`src/rtl/rtc_lp_pkg.sv`:
```
package rtc_lp_pkg;

    localparam int CNT_W  = 47;
    localparam int FRAC_W = 15;
    localparam int SEC_W  = CNT_W - FRAC_W;
    localparam int LO_W   = 32;
    localparam int HI_W   = CNT_W - LO_W;

    localparam logic [7:0] OFS_CTRL  = 8'h04;
    localparam logic [7:0] OFS_STAT  = 8'h18;
    localparam logic [7:0] OFS_CHI   = 8'h1C;
    localparam logic [7:0] OFS_CLO   = 8'h20;
    localparam logic [7:0] OFS_ALARM = 8'h24;
    localparam logic [7:0] OFS_GLTCH = 8'h30;

    typedef struct packed {
        logic wake_en;
        logic alarm_en;
        logic run;
    } ctrl_t;

    typedef enum logic [2:0] {
        SEL_NONE, SEL_CTRL, SEL_STAT, SEL_CHI, SEL_CLO, SEL_ALARM, SEL_GLTCH
    } reg_sel_e;

    function automatic reg_sel_e decode_ofs(input logic [7:0] ofs);
        case (ofs)
            OFS_CTRL:  return SEL_CTRL;
            OFS_STAT:  return SEL_STAT;
            OFS_CHI:   return SEL_CHI;
            OFS_CLO:   return SEL_CLO;
            OFS_ALARM: return SEL_ALARM;
            OFS_GLTCH: return SEL_GLTCH;
            default:   return SEL_NONE;
        endcase
    endfunction

    function automatic logic [31:0] pack_ctrl(input ctrl_t c, input logic run_rb);
        logic [31:0] v;
        v = '0;
        v[0] = run_rb;
        v[1] = c.alarm_en;
        v[3] = c.wake_en;
        return v;
    endfunction

endpackage

```
`src/rtl/rtc_sync2.sv`:
```
module rtc_sync2 #(
    parameter int W = 1
) (
    input  logic         clk,
    input  logic         rst,
    input  logic         en,
    input  logic [W-1:0] d,
    output logic [W-1:0] q
);
    logic [W-1:0] s1_q, s2_q;

    always_ff @(posedge clk) begin
        if (rst) begin
            s1_q <= '0;
            s2_q <= '0;
        end else if (en) begin
            s1_q <= d;
            s2_q <= s1_q;
        end
    end

    assign q = s2_q;
endmodule

```
`src/rtl/rtc_tick_gen.sv`:
```
module rtc_tick_gen #(
    parameter int DIV = 4
) (
    input  logic clk,
    input  logic rst,
    output logic tick
);
    localparam int DW = (DIV > 1) ? $clog2(DIV) : 1;
    localparam logic [DW-1:0] LAST = DW'(DIV - 1);

    logic [DW-1:0] div_q;

    always_ff @(posedge clk) begin
        if (rst)                div_q <= '0;
        else if (div_q == LAST) div_q <= '0;
        else                    div_q <= div_q + 1'b1;
    end

    assign tick = (div_q == LAST);
endmodule

```
`src/rtl/rtc_xfer.sv`:
```
module rtc_xfer #(
    parameter int W = 32
) (
    input  logic         clk,
    input  logic         rst,
    input  logic         tick,
    input  logic         wr,
    input  logic [W-1:0] wr_data,
    output logic         busy,
    output logic         slow_valid,
    output logic [W-1:0] slow_data
);
    logic         req_q;
    logic [W-1:0] hold_q;
    logic         req_s, ack_s_q, ack_b;

    // bus side: hold word stable until the acknowledge round trip ends
    always_ff @(posedge clk) begin
        if (rst) begin
            req_q  <= 1'b0;
            hold_q <= '0;
        end else if (wr && !busy) begin
            req_q  <= 1'b1;
            hold_q <= wr_data;
        end else if (ack_b) begin
            req_q  <= 1'b0;
        end
    end

    assign busy = req_q | ack_b;

    rtc_sync2 #(.W(1)) i_req_sync (
        .clk(clk), .rst(rst), .en(tick), .d(req_q), .q(req_s)
    );

    always_ff @(posedge clk) begin
        if (rst)       ack_s_q <= 1'b0;
        else if (tick) ack_s_q <= req_s;
    end

    rtc_sync2 #(.W(1)) i_ack_sync (
        .clk(clk), .rst(rst), .en(1'b1), .d(ack_s_q), .q(ack_b)
    );

    assign slow_valid = tick & req_s & ~ack_s_q;
    assign slow_data  = hold_q;
endmodule

```
`src/rtl/rtc_counter.sv`:
```
module rtc_counter
    import rtc_lp_pkg::*;
(
    input  logic             clk,
    input  logic             rst,
    input  logic             tick,
    input  logic             run,
    input  logic             ld,
    input  logic [CNT_W-1:0] ld_data,
    output logic [CNT_W-1:0] cnt
);
    logic [CNT_W-1:0] cnt_q;

    always_ff @(posedge clk) begin
        if (rst)               cnt_q <= '0;
        else if (tick && run)  cnt_q <= cnt_q + 1'b1;
        else if (tick && ld)   cnt_q <= ld_data;
    end

    assign cnt = cnt_q;
endmodule

```
`src/rtl/rtc_alarm.sv`:
```
module rtc_alarm
    import rtc_lp_pkg::*;
(
    input  logic             clk,
    input  logic             rst,
    input  logic             tick,
    input  logic [SEC_W-1:0] sec,
    input  logic             alm_ld,
    input  logic [SEC_W-1:0] alm_data,
    input  logic             clr,
    output logic             flag
);
    logic [SEC_W-1:0] alarm_s_q;
    logic             match_s_q, match_b, match_b_q, flag_q;

    // slow domain: alarm copy and compare
    always_ff @(posedge clk) begin
        if (rst) begin
            alarm_s_q <= '1;
            match_s_q <= 1'b0;
        end else if (tick) begin
            if (alm_ld) alarm_s_q <= alm_data;
            match_s_q <= (sec == alarm_s_q);
        end
    end

    rtc_sync2 #(.W(1)) i_match_sync (
        .clk(clk), .rst(rst), .en(1'b1), .d(match_s_q), .q(match_b)
    );

    // bus domain: sticky flag set on the match edge, set wins over clear
    always_ff @(posedge clk) begin
        if (rst) begin
            match_b_q <= 1'b0;
            flag_q    <= 1'b0;
        end else begin
            match_b_q <= match_b;
            if (match_b && !match_b_q) flag_q <= 1'b1;
            else if (clr)              flag_q <= 1'b0;
        end
    end

    assign flag = flag_q;
endmodule

```
`src/rtl/rtc_lp_top.sv`:
```
module rtc_lp_top
    import rtc_lp_pkg::*;
#(
    parameter int DIV = 4
) (
    input  logic        clk,
    input  logic        rst,
    input  logic        bus_we,
    input  logic [7:0]  bus_addr,
    input  logic [31:0] bus_wdata,
    output logic [31:0] bus_rdata,
    output logic        irq_o,
    output logic        wake_o
);
    reg_sel_e         sel;
    ctrl_t            ctrl_q, ctrl_s, ctrl_b;
    logic             tick;
    logic [LO_W-1:0]  stage_lo_q;
    logic [31:0]      alarm_sh_q, gltch_q;
    logic             ld_busy, ld_valid, alm_busy, alm_valid;
    logic [CNT_W-1:0] ld_data, cnt;
    logic [SEC_W-1:0] alm_data;
    logic             flag, clr_hit;

    assign sel     = decode_ofs(bus_addr);
    assign clr_hit = bus_we && (sel == SEL_STAT) && bus_wdata[0];

    rtc_tick_gen #(.DIV(DIV)) i_tick (.clk(clk), .rst(rst), .tick(tick));

    always_ff @(posedge clk) begin
        if (rst) begin
            ctrl_q     <= '0;
            stage_lo_q <= '0;
            alarm_sh_q <= '1;
            gltch_q    <= '0;
        end else if (bus_we) begin
            case (sel)
                SEL_CTRL: begin
                    ctrl_q.run      <= bus_wdata[0];
                    ctrl_q.alarm_en <= bus_wdata[1];
                    ctrl_q.wake_en  <= bus_wdata[3];
                end
                SEL_CLO:   stage_lo_q <= bus_wdata;
                SEL_ALARM: if (!alm_busy) alarm_sh_q <= bus_wdata;
                SEL_GLTCH: gltch_q <= bus_wdata;
                default: ;
            endcase
        end
    end

    rtc_sync2 #(.W($bits(ctrl_t))) i_ctrl_to_slow (
        .clk(clk), .rst(rst), .en(tick), .d(ctrl_q), .q(ctrl_s)
    );
    rtc_sync2 #(.W($bits(ctrl_t))) i_ctrl_to_bus (
        .clk(clk), .rst(rst), .en(1'b1), .d(ctrl_s), .q(ctrl_b)
    );

    rtc_xfer #(.W(CNT_W)) i_ld_xfer (
        .clk(clk), .rst(rst), .tick(tick),
        .wr(bus_we && (sel == SEL_CHI)),
        .wr_data({bus_wdata[HI_W-1:0], stage_lo_q}),
        .busy(ld_busy), .slow_valid(ld_valid), .slow_data(ld_data)
    );

    rtc_xfer #(.W(SEC_W)) i_alm_xfer (
        .clk(clk), .rst(rst), .tick(tick),
        .wr(bus_we && (sel == SEL_ALARM)),
        .wr_data(bus_wdata),
        .busy(alm_busy), .slow_valid(alm_valid), .slow_data(alm_data)
    );

    rtc_counter i_cnt (
        .clk(clk), .rst(rst), .tick(tick), .run(ctrl_s.run),
        .ld(ld_valid), .ld_data(ld_data), .cnt(cnt)
    );

    rtc_alarm i_alm (
        .clk(clk), .rst(rst), .tick(tick), .sec(cnt[CNT_W-1:FRAC_W]),
        .alm_ld(alm_valid), .alm_data(alm_data), .clr(clr_hit), .flag(flag)
    );

    assign irq_o  = flag & ctrl_b.alarm_en;
    assign wake_o = irq_o & ctrl_b.wake_en;

    always_comb begin
        case (sel)
            SEL_CTRL:  bus_rdata = pack_ctrl(ctrl_q, ctrl_b.run);
            SEL_STAT:  bus_rdata = {31'b0, flag};
            SEL_CHI:   bus_rdata = {{(32-HI_W){1'b0}}, cnt[CNT_W-1:LO_W]};
            SEL_CLO:   bus_rdata = cnt[LO_W-1:0];
            SEL_ALARM: bus_rdata = alarm_sh_q;
            SEL_GLTCH: bus_rdata = gltch_q;
            default:   bus_rdata = '0;
        endcase
    end

    logic unused_busy;
    assign unused_busy = ld_busy;
endmodule

```
`config.mk`:
```
export PLATFORM = sky130hd
export DESIGN_NAME = rtc_lp_top
export DESIGN_NICKNAME = d
export VERILOG_FILES = /design/src/rtl/rtc_lp_pkg.sv /design/src/rtl/rtc_sync2.sv /design/src/rtl/rtc_tick_gen.sv /design/src/rtl/rtc_xfer.sv /design/src/rtl/rtc_counter.sv /design/src/rtl/rtc_alarm.sv /design/src/rtl/rtc_lp_top.sv
export SDC_FILE = /design/constraint.sdc
export NUM_CORES = 1
export LEC_CHECK = 0
export ABC_CLOCK_PERIOD_IN_PS = 2900
export BUFFER_PORTS_ARGS = -buffer_cell sky130_fd_sc_hd__buf_2
export CELL_PAD_IN_SITES_DETAIL_PLACEMENT = 1
export CELL_PAD_IN_SITES_GLOBAL_PLACEMENT = 1
export CORE_MARGIN = 2
export CORE_UTILIZATION = 41
export CTS_CLUSTER_DIAMETER = 40
export DETAILED_ROUTE_END_ITERATION = 8
export HOLD_SLACK_MARGIN = 0.15
export PLACE_DENSITY = 0.87
export SYNTH_ARGS = -nofsm -noshare
export SYNTH_HDL_FRONTEND = slang
export SYNTH_SLANG_ARGS = --single-unit
```
`constraint.sdc`:
```
create_clock -name clk -period 2.9 [get_ports clk]
set_input_delay 0.58 -clock clk [delete_from_list [all_inputs] [get_ports clk]]
set_output_delay 0.58 -clock clk [all_outputs]
set_load 0.005 [all_outputs]
```
==> results of run 1 <==
==> Yosys cell counts (7+ instances only) <==
cell / n / share of area
nand2_1: 493 / 0.15
nand4_1: 24 / 0.012
xor2_1: 10 / 0.0072
xnor2_1: 23 / 0.016
and3_1: 13 / 0.0067
and4_1: 8 / 0.0057
nor3_1: 11 / 0.0045
a31oi_1: 16 / 0.0082
nor2_1: 37 / 0.011
nand3_1: 41 / 0.017
and2_1: 11 / 0.0056
nand3b_1: 36 / 0.022
nand2b_1: 7 / 0.0036
nor2b_1: 13 / 0.0067
or4_1: 9 / 0.0055
inv_1: 8 / 0.0025
buf_2: 30 / 0.012
nor4_1: 16 / 0.0082
or3_1: 11 / 0.0056
a22o_1: 13 / 0.0093
a22oi_1: 21 / 0.013
dfxtp_1: 288 / 0.47
mux2i_1: 14 / 0.011
a221o_1: 12 / 0.0098
a21oi_1: 206 / 0.084
o21ai_0: 7 / 0.0029
clkbuf_1: 75 / 0.023
==> power groups by stage <==
stage	sequential (W)	combinational (W)	clock, W
final	0.00397	0.000224	0.00475
after global routing	0.00397	0.000231	0.00497
after CTS	0.00397	0.000215	0.00479
after detailed placement	0.00405	0.000211	0
after global placement	0.00405	0.000208	0
after floorplan	0.00405	0.0000971	0
==> per-stage QoR <==
step / util / power [W] / hold slack, ps / instances
after global placement: 0.4500 / 0.004261 / 415.3 / 1946
after detailed placement: 0.4500 / 0.004264 / 421.3 / 1946
after CTS: 0.4972 / 0.008972 / 326.2 / 2021
after global routing: 0.4999 / 0.009162 / 344.6 / 2025
final: 0.4999 / 0.008938 / 335.9 / 2025
after floorplan: - / 0.004150 / 404.3 / 1534
==> worst min path at each step <==
stage                         start               to  slack [ps]
finish                bus_wdata[31]   stage_lo_q[31]         340
global placement    i_tick.div_q[0]  i_tick.div_q[0]         420
global route          bus_wdata[20]   stage_lo_q[20]         340
floorplan           i_tick.div_q[0]  i_tick.div_q[0]         400
CTS                   bus_wdata[18]      gltch_q[18]         330
detailed placement  i_tick.div_q[0]  i_tick.div_q[0]         420
==> sequential cells by signal (all words and copies together) (netlist names), 32 cells and up <==
name                  cells
i_cnt.cnt                47
i_ld_xfer.slow_data      47
alarm_sh_q               32
gltch_q                  32
i_alm.alarm_s_q          32
i_alm_xfer.slow_data     32
stage_lo_q               32
==> metal layers <==
layer	global-route usage	share of wire	routed length, um	vias to the layer above
met1	0.3827	0.40	19120	5972
met3	0.04768	0.080	3763	153
met5	0	0	0	-
met2	0.4730	0.45	21240	572
li1	-	-	-	5432
met4	0.1794	0.066	3099	0
==> cells by family after synthesis <==
logic type | Yosys count
simple gates | 748
fa+ha+maj | 2
flops | 288
mux | 20
buf+inv | 127
compound gates | 316
xor+xnor | 33
==> final cells by class <==
class | instances | area, sq um
flip-flops and latches | 288 | 5766
repair buffers | 150 | 1207
clock buffers | 47 | 1057
fillers | 3516 | 14740
clock inverters | 23 | 231.5
well taps | 390 | 488.0
inverters | 8 | 30.03
multi-input cells | 1119 | 5957
==> worst min-delay path: stages <==
cell and delay (ps):
buf_2 140, nand2_1 60, a21oi_1 50
==> what timing repair did <==
item | in CTS | in global routing
pin swaps | 2 | 6
endpoints found under the setup margin | 7 | 22
gates cloned | 2 | 1
setup buffers | 3 | 3
gates resized for setup | 3 | 9
==> flow_summary_export.csv, run 1 <==
group,metric,value,unit
outcome,status,"finished with violations",
outcome,failed_checks,"negative setup slack",
logic_synthesis,synth_edf_count,0,
drt,routedWlPerCell,23.32,um
layout,final_area,14740,sq um
setup_path,crit_chain,"buf_6 -> or4_4 -> buf_8 -> buf_6 -> nor4_4 -> buf_4 -> buf_12 -> a22oi_2 -> nand2_1 -> buf_2",
power,pwr-share-comb,0.025,
sta,timing.setup.tns,-114.5,ps
setup_path,regToRegStartpoint,"i_ctrl_to_slow.q[0]",
layout,final_cell_mix,"nand2_1 (493), dfxtp_1 (288), a21oi_1 (206), buf_2 (74), buf_4 (53)",
floorplanning,die_area,31220,sq um
sta,timing.final.ws_setup,-22.42,ps
logic_synthesis,synthSimpleGateAreaFrac,0.2842,
power,seq_power_share,0.444,
logic_synthesis,syn_nets,1579,
layout,mostFrequentLayoutCell,"nand2_1",
setup_path,critPathBufInv,6,
placement,dp_slack,-30.59,ps
logic_synthesis,synth_cells,1534,
logic_synthesis,ys_async_sr_fraction,0,
setup_path,crit_required,2320,ps
power,swShare,0.2333,
power,p_per_area,606.5,nW/um^2
floorplanning,rows,63,
floorplanning,die_h,176.7,um
logic_synthesis,ys_warn_count,0,
cts,cts.clk_slew.worst_paths,60,ps
worst_hold_path,hold_path_depth,3,
setup_path,path_common_cell,"buf_6",
cts,htree_levels,2,
drt,drc,0,
sta,fmax,342.2,MHz
cts,root_buffer,"clkbuf_16",
layout,syn2layout_area_growth,20.54,%
logic_synthesis,muxShareOfSynthArea,0.01699,
floorplanning,initial_core_util,0.4147,
setup_path,r2r_cells,5,
power,ir_drop,0.3650,mV
power,p_sw,0.002085,W
cts,clk_latency,550,ps
power,p_leak,5.294,nW
setup_path,worstSetupEndpoint,"bus_rdata[3]",
placement,io_buffers,76,
logic_synthesis,seq_area_frac_synth,0.4716,
cts,clock_path_buffers,3,
global_route,gr-total-overflow,0,
global_route,grt_pass1_vias,12490,
global_route,grt_max_degree,98,
setup_path,crit_path_start_kind,"input pin",
setup_path,crit_path_start,"bus_addr[1]",
floorplanning,die_w,176.7,um
setup_path,crit_path_max_incr_delay,530,ps
logic_synthesis,synth-compound-area-share,0.1560,
sta,slew_headroom,0.5445,
layout,nNetsFinal,1651,
floorplanning,ioPinCount,77,
power,clkPwrFrac,0.531,
setup_path,r2r-end,"i_cnt.cnt[39]",
sta,hold_viol_final,0,
logic_synthesis,synth_fa_ha_area_frac,0.002047,
power,internal-power,0.006853,W
drt,totalWireLength,47210,um
sta,fin_crit_sh,1.008,
logic_synthesis,synth_area_per_cell,7.970,sq um
setup_path,cp_max_fo,8,
logic_synthesis,ys.flop_type,"dfxtp_1",
layout,drive_gt1_frac,0.1492,
setup_path,worstPathArrival,2340,ps
setup_path,r2r_setup_slack,380,ps
logic_synthesis,synth.distinct_cells,59,
global_route,antenna_found_initial,0,
job,drv_cap,0,
worst_hold_path,hp-class,"in -> reg",
setup_path,worstSetupPathType,"in -> out",
logic_synthesis,synth-xor-area-share,0.02364,
sta,finalClockSkew,35.24,ps
placement,hpwl,30530,um
logic_synthesis,ys_ff_latch,288,
sta,drv_slew,0,
sta,final-setup-viol-count,8,
sta,max_slew.worst_pin.slew,682.2,ps
placement,gp_congestion,0.9152,
sta,rsz0062_at_grt,"true",
sta,fin_crit,2922,ps
placement,place_area,13270,sq um
drt,ant_nets,0,
global_route,grt_pass1_wl,71960,um
drt,dr.first_iter.drc_count,1190,
cts,cts_buffers,39,
setup_path,critical_path_depth,10,
cts,tritoncts,"built",
global_route,track_usage,0.2983,
drt,first_pass_iters,5,
logic_synthesis,synth_top_family_by_area,"simple AND/OR/NAND/NOR gates",
cts,clock_sinks,288,
setup_path,cpMaxStageDelayCell,"or4_4",
drt,num_vias,12130,
floorplanning,core,29480,sq um
layout,antenna_cells,0,
cts,holdBufCountCts,0,
setup_path,end_kind,"output pin",
logic_synthesis,syn_area,12230,sq um
setup_path,cp_top_family,"simple AND/OR/NAND/NOR gates",
drt,vias_per_cell,5.990,
Power figures use the tool's default switching activity.
==> run 2, diff against run 1 <==
--- a/config.mk
+++ b/config.mk
@@ -10,11 +10,13 @@
 export CELL_PAD_IN_SITES_DETAIL_PLACEMENT = 1
 export CELL_PAD_IN_SITES_GLOBAL_PLACEMENT = 1
 export CORE_MARGIN = 2
-export CORE_UTILIZATION = 41
+export CORE_UTILIZATION = 42
 export CTS_CLUSTER_DIAMETER = 40
 export DETAILED_ROUTE_END_ITERATION = 8
 export HOLD_SLACK_MARGIN = 0.15
 export PLACE_DENSITY = 0.87
+export SLEW_MARGIN = 15
 export SYNTH_ARGS = -nofsm -noshare
 export SYNTH_HDL_FRONTEND = slang
+export SYNTH_HIERARCHICAL = 1
 export SYNTH_SLANG_ARGS = --single-unit
==> run 2 against run 1 <==
The flow now finishes without violations. Synthesized cell count increased by 5.1%. Sequential share of layout area decreased by 3.7 points. Register-to-register slack got worse by 240 ps. Critical path type unchanged. Critical endpoint is now bus_rdata[2]. Largest cell class unchanged. Highest routed layer unchanged.
==> flow_summary_export.csv, run 2 <==
group,metric,value,unit
drt,routedWlPerCell,23.76,um
cts,cts-resized-gates,0,
cts,cts_setup_buffers,0,
floorplanning,rows,66,
sta,fmax,358.4,MHz
layout,drive_gt1_frac,0.1486,
global_route,grt_pass1_wl,78280,um
global_route,antenna_found_initial,0,
sta,final-setup-viol-count,0,
floorplanning,initial_core_util,0.4266,
cts,cts.clk_slew.worst_paths,60,ps
global_route,grt_pass1_vias,14000,
drt,vias_per_cell,6.120,
setup_path,crit_path_start,"bus_addr[1]",
global_route,grt_max_degree,117,
sta,timing.setup.tns,0,ps
setup_path,cpMaxStageDelayCell,"or4_4",
floorplanning,die_area,34520,sq um
cts,clock_sinks,288,
sta,drv_slew,0,
power,p_leak,5.684,nW
layout,mostFrequentLayoutCell,"dfxtp_1",
setup_path,end_kind,"output pin",
power,finalPower,0.009767,W
placement,place_area,14820,sq um
setup_path,worstPathArrival,2210,ps
drt,ant_nets,0,
global_route,gr-total-overflow,0,
setup_path,r2r-end,"i_cnt/cnt[22]",
setup_path,crit_path_start_kind,"input pin",
cts,cts_buffers,40,
setup_path,crit_required,2320,ps
drt,totalWireLength,51130,um
power,p_per_area,599.3,nW/um^2
logic_synthesis,synth_area_per_cell,8.605,sq um
layout,syn2layout_area_growth,17.42,%
logic_synthesis,ys_warn_count,6,
layout,final_cell_mix,"dfxtp_1 (288), nand2_1 (179), a21oi_1 (174), nand2b_1 (165), mux2i_1 (136)",
outcome,status,"completed",
cts,holdBufCountCts,0,
cts,htree_levels,2,
setup_path,worstSetupEndpoint,"bus_rdata[2]",
sta,rsz0062_at_grt,"false",
setup_path,crit_chain,"buf_2 -> or4_4 -> nor3_4 -> and2_2 -> buf_12 -> o2bb2ai_2 -> buf_2",
floorplanning,core,32540,sq um
job,drv_cap,0,
layout,final_area,16300,sq um
sta,fin_crit,2791,ps
global_route,track_usage,0.2927,
cts,root_buffer,"clkbuf_16",
setup_path,path_common_cell,"buf_2",
sta,max_slew.worst_pin.slew,909.3,ps
worst_hold_path,hp-class,"in -> reg",
floorplanning,die_w,185.8,um
setup_path,r2r_setup_slack,140,ps
logic_synthesis,syn_area,13880,sq um
power,ir_drop,0.6086,mV
sta,finalClockSkew,19.85,ps
drt,dr.first_iter.drc_count,1002,
placement,io_buffers,76,
setup_path,worstSetupPathType,"in -> out",
drt,drc,0,
placement,hpwl,32560,um
drt,num_vias,13170,
setup_path,crit_path_max_incr_delay,580,ps
logic_synthesis,synth_cells,1613,
setup_path,regToRegStartpoint,"i_tick/div_q[0]",
drt,first_pass_iters,7,
cts,tritoncts,"built",
cts,clk_latency,540,ps
layout,post-route-util,0.5009,
layout,nNetsFinal,1723,
setup_path,r2r_cells,8,
cts,clock_path_buffers,3,
sta,slew_headroom,0.3923,
floorplanning,die_h,185.8,um
sta,holdWs,328.0,ps
placement,gp_congestion,0.9402,
floorplanning,ioPinCount,77,
setup_path,cp_max_fo,12,
sta,hold_viol_final,0,
sta,fin_crit_sh,0.9623,
==> run 2: worst min path at each step <==
stage	startpoint	end	slack, ps	cells past startpoint
after floorplan	i_tick/div_q[0]	i_tick/div_q[0]	410	1
after CTS	bus_wdata[18]	gltch_q[18]	310	3
after global placement	i_tick/div_q[0]	i_tick/div_q[0]	420	1
after detailed placement	i_tick/div_q[0]	i_tick/div_q[0]	440	1
final	bus_wdata[18]	gltch_q[18]	330	3
after global routing	bus_wdata[18]	gltch_q[18]	350	3
==> run 2: where the power goes <==
group / switching [W] / total [W] / internal, W
Combinational: 0.000261 / 0.000402 / 0.000142
Clock: 0.00200 / 0.00540 / 0.00340
Sequential: 0.00000348 / 0.00397 / 0.00396
Total: 0.00226 / 0.00977 / 0.00751
==> run 2: metrics by stage <==
stage                     cells  setup WS (ps)
after floorplan            1616          497.0
after global placement     2078          145.5
after detailed placement   2078          86.51
after CTS                  2151          56.77
after global routing       2151          54.25
final                      2152          109.5
==> run 2: area by class of cell <==
type,instances,area (sq um)
Clock inverter,25,356.6
Antenna cell,1,2.502
Inverter,5,18.77
Tap cell,442,553.0
Multi-Input combinational cell,1197,7471
Sequential cell,288,5766
Timing Repair Buffer,146,1016
Fill cell,3820,16240
Clock buffer,48,1114
==> run 2: worst max-delay path: cells and delay by family <==
family,cells,cell delay [ps]
AND/OR/NAND/NOR,3,1050
buffers and inverters,3,460
AO/OA/AOI/OAI,1,130
==> run 2: per-layer routing <==
metal	wire [um]	up-vias	part of all wire	global-route usage
met5	0	-	0	0
met4	3378	0	0.066	0.1928
met3	3393	229	0.066	0.04676
met2	25040	605	0.49	0.5200
met1	19330	6541	0.38	0.3223
li1	-	5795	-	-
==> run 3, diff against run 2 <==
--- a/config.mk
+++ b/config.mk
@@ -14,6 +14,7 @@
 export CTS_CLUSTER_DIAMETER = 40
 export DETAILED_ROUTE_END_ITERATION = 8
 export HOLD_SLACK_MARGIN = 0.15
+export MAX_ROUTING_LAYER = met4
 export PLACE_DENSITY = 0.87
 export SLEW_MARGIN = 15
 export SYNTH_ARGS = -nofsm -noshare
==> run 3 against run 2 <==
Combinational power shrank 1%. Sequential power about the same. Largest cell class unchanged. First-iteration DRC count grew 15%. Register-to-register slack hardly changed. Power shrank 3.6%.
==> flow_summary_export.csv, run 3 (synthesized netlist as in run 2, its figures left out) <==
group,metric,value,unit
worst_hold_path,hold_path_depth,3,
placement,gp_congestion,0.9452,
cts,holdBufCountCts,0,
power,p_leak,5.648,nW
global_route,track_usage,0.2940,
sta,holdWs,334.1,ps
sta,finalClockSkew,20.05,ps
cts,clock_sinks,288,
setup_path,crit_required,2320,ps
layout,final_cell_mix,"dfxtp_1 (288), nand2_1 (179), a21oi_1 (174), nand2b_1 (165), mux2i_1 (136)",
setup_path,worstSetupPathType,"in -> out",
worst_hold_path,hold-path-endpoint,"gltch_q[24]",
sta,hold_viol_final,0,
sta,fin_crit,2797,ps
drt,ant_nets,0,
cts,clock_path_buffers,3,
power,p_per_area,582.6,nW/um^2
job,drv_cap,0,
cts,cts-resized-gates,0,
setup_path,end_kind,"output pin",
placement,io_buffers,76,
setup_path,regToRegStartpoint,"i_tick/div_q[0]",
floorplanning,die_area,34520,sq um
layout,syn2layout_area_growth,16.42,%
cts,cts_buffers,40,
power,ir_drop,0.5009,mV
setup_path,path_common_cell,"buf_2",
floorplanning,ioPinCount,77,
cts,root_buffer,"clkbuf_16",
floorplanning,initial_core_util,0.4266,
setup_path,cp_max_fo,12,
floorplanning,die_w,185.8,um
cts,htree_levels,2,
drt,dr.first_iter.drc_count,1149,
drt,routedWlPerCell,23.26,um
sta,max_slew.worst_pin.slew,885.7,ps
setup_path,crit_path_max_incr_delay,570,ps
layout,nNetsFinal,1719,
cts,cts_setup_buffers,0,
cts,clk_latency,530,ps
sta,fin_crit_sh,0.9645,
sta,drv_slew,0,
drt,first_pass_iters,5,
sta,final-setup-viol-count,0,
placement,hpwl,32370,um
sta,timing.setup.tns,0,ps
setup_path,crit_chain,"buf_2 -> or4_4 -> nor3_4 -> and2_1 -> buf_12 -> o2bb2ai_1 -> buf_2",
floorplanning,die_h,185.8,um
sta,rsz0062_at_grt,"false",
drt,totalWireLength,49870,um
drt,num_vias,12910,
layout,mostFrequentLayoutCell,"dfxtp_1",
layout,drive_gt1_frac,0.1445,
floorplanning,core,32540,sq um
global_route,grt_pass1_vias,13470,
drt,drc,0,
placement,dp_slack,123.7,ps
sta,timing.final.ws_setup,102.9,ps
sta,slew_headroom,0.4081,
setup_path,r2r_cells,8,
worst_hold_path,hp-class,"in -> reg",
sta,fmax,357.5,MHz
worst_hold_path,hp-start,"bus_wdata[24]",
global_route,antenna_found_initial,0,
setup_path,worstPathArrival,2220,ps
cts,cts.clk_slew.worst_paths,60,ps
drt,vias_per_cell,6.020,
setup_path,r2r-end,"i_cnt/cnt[10]",
global_route,grt_pass1_wl,76500,um
outcome,status,"completed",
global_route,grt_max_degree,137,
setup_path,cpMaxStageDelayCell,"or4_4",
layout,antenna_cells,0,
setup_path,r2r_setup_slack,150,ps
floorplanning,rows,66,
cts,tritoncts,"built",
setup_path,crit_path_start_kind,"input pin",
global_route,gr-total-overflow,0,
run 3: changes by cell type in the layout (fill, tap and decap cells not counted), sizes merged, moves of 2 or more:
cell      change
buf           -4
bufinv        -3
clkbuf        +2
clkinv        +6
clkinvlp      -7
run 3: area by class of cell:
type / count / area [sq um]
clock buffer: 50 / 1130
clock inverter: 20 / 235.2
fill: 3802 / 16380
inverter: 5 / 18.77
multi-input combinational: 1197 / 7470
sequential: 288 / 5766
tap: 442 / 553.0
timing repair buffer: 142 / 985.9
run 3: worst max-delay path by stage:
| stage | endpoint | cells after the start | from | slack (ps) |
|---|---|---|---|---|
| 2_1_floorplan | bus_rdata[11] | 6 | bus_addr[1] | 500 |
| 3_3_place_gp | bus_rdata[4] | 7 | bus_addr[1] | 150 |
| 3_5_place_dp | bus_rdata[10] | 7 | bus_addr[1] | 120 |
| 4_1_cts | bus_rdata[10] | 7 | bus_addr[1] | 120 |
| 5_1_grt | bus_rdata[4] | 7 | bus_addr[1] | 40 |
| 6_report | bus_rdata[4] | 7 | bus_addr[1] | 100 |
run 3: metal layers:
| metal | vias to the layer above | track usage | part of all wire | routed length (um) |
|---|---|---|---|---|
| met5 | - | - | 0 | 0 |
| met2 | 534 | 0.5026 | 0.49 | 24680 |
| met3 | 211 | 0.04500 | 0.060 | 3005 |
| met1 | 6379 | 0.3241 | 0.38 | 19130 |
| li1 | 5783 | - | - | - |
| met4 | 0 | 0.1751 | 0.061 | 3055 |
run 3: where the power goes:
part	switching (W)	leakage, nW	internal (W)	total, W
sequential	0.00000369	2.32	0.00396	0.00397
clock	0.00191	0.678	0.00313	0.00505
combinational	0.000258	2.65	0.000140	0.000398
total	0.00218	5.65	0.00724	0.00941
run 3: worst max-delay path: cells and delay by family:
kind / cells / cell delay [ps]
simple gates: 3 / 1050
buf+inv: 3 / 460
compound gates: 1 / 130
run 3: per-stage QoR:
stage,std cells,power (W),util,cell area (sq um)
2_1_floorplan,1616,0.004282,-,13890
3_3_place_gp,2074,0.004427,0.4547,14790
3_5_place_dp,2074,0.004435,0.4547,14790
4_1_cts,2144,0.009432,0.4966,16160
5_1_grt,2144,0.009633,0.4966,16160
6_report,2144,0.009413,0.4966,16160
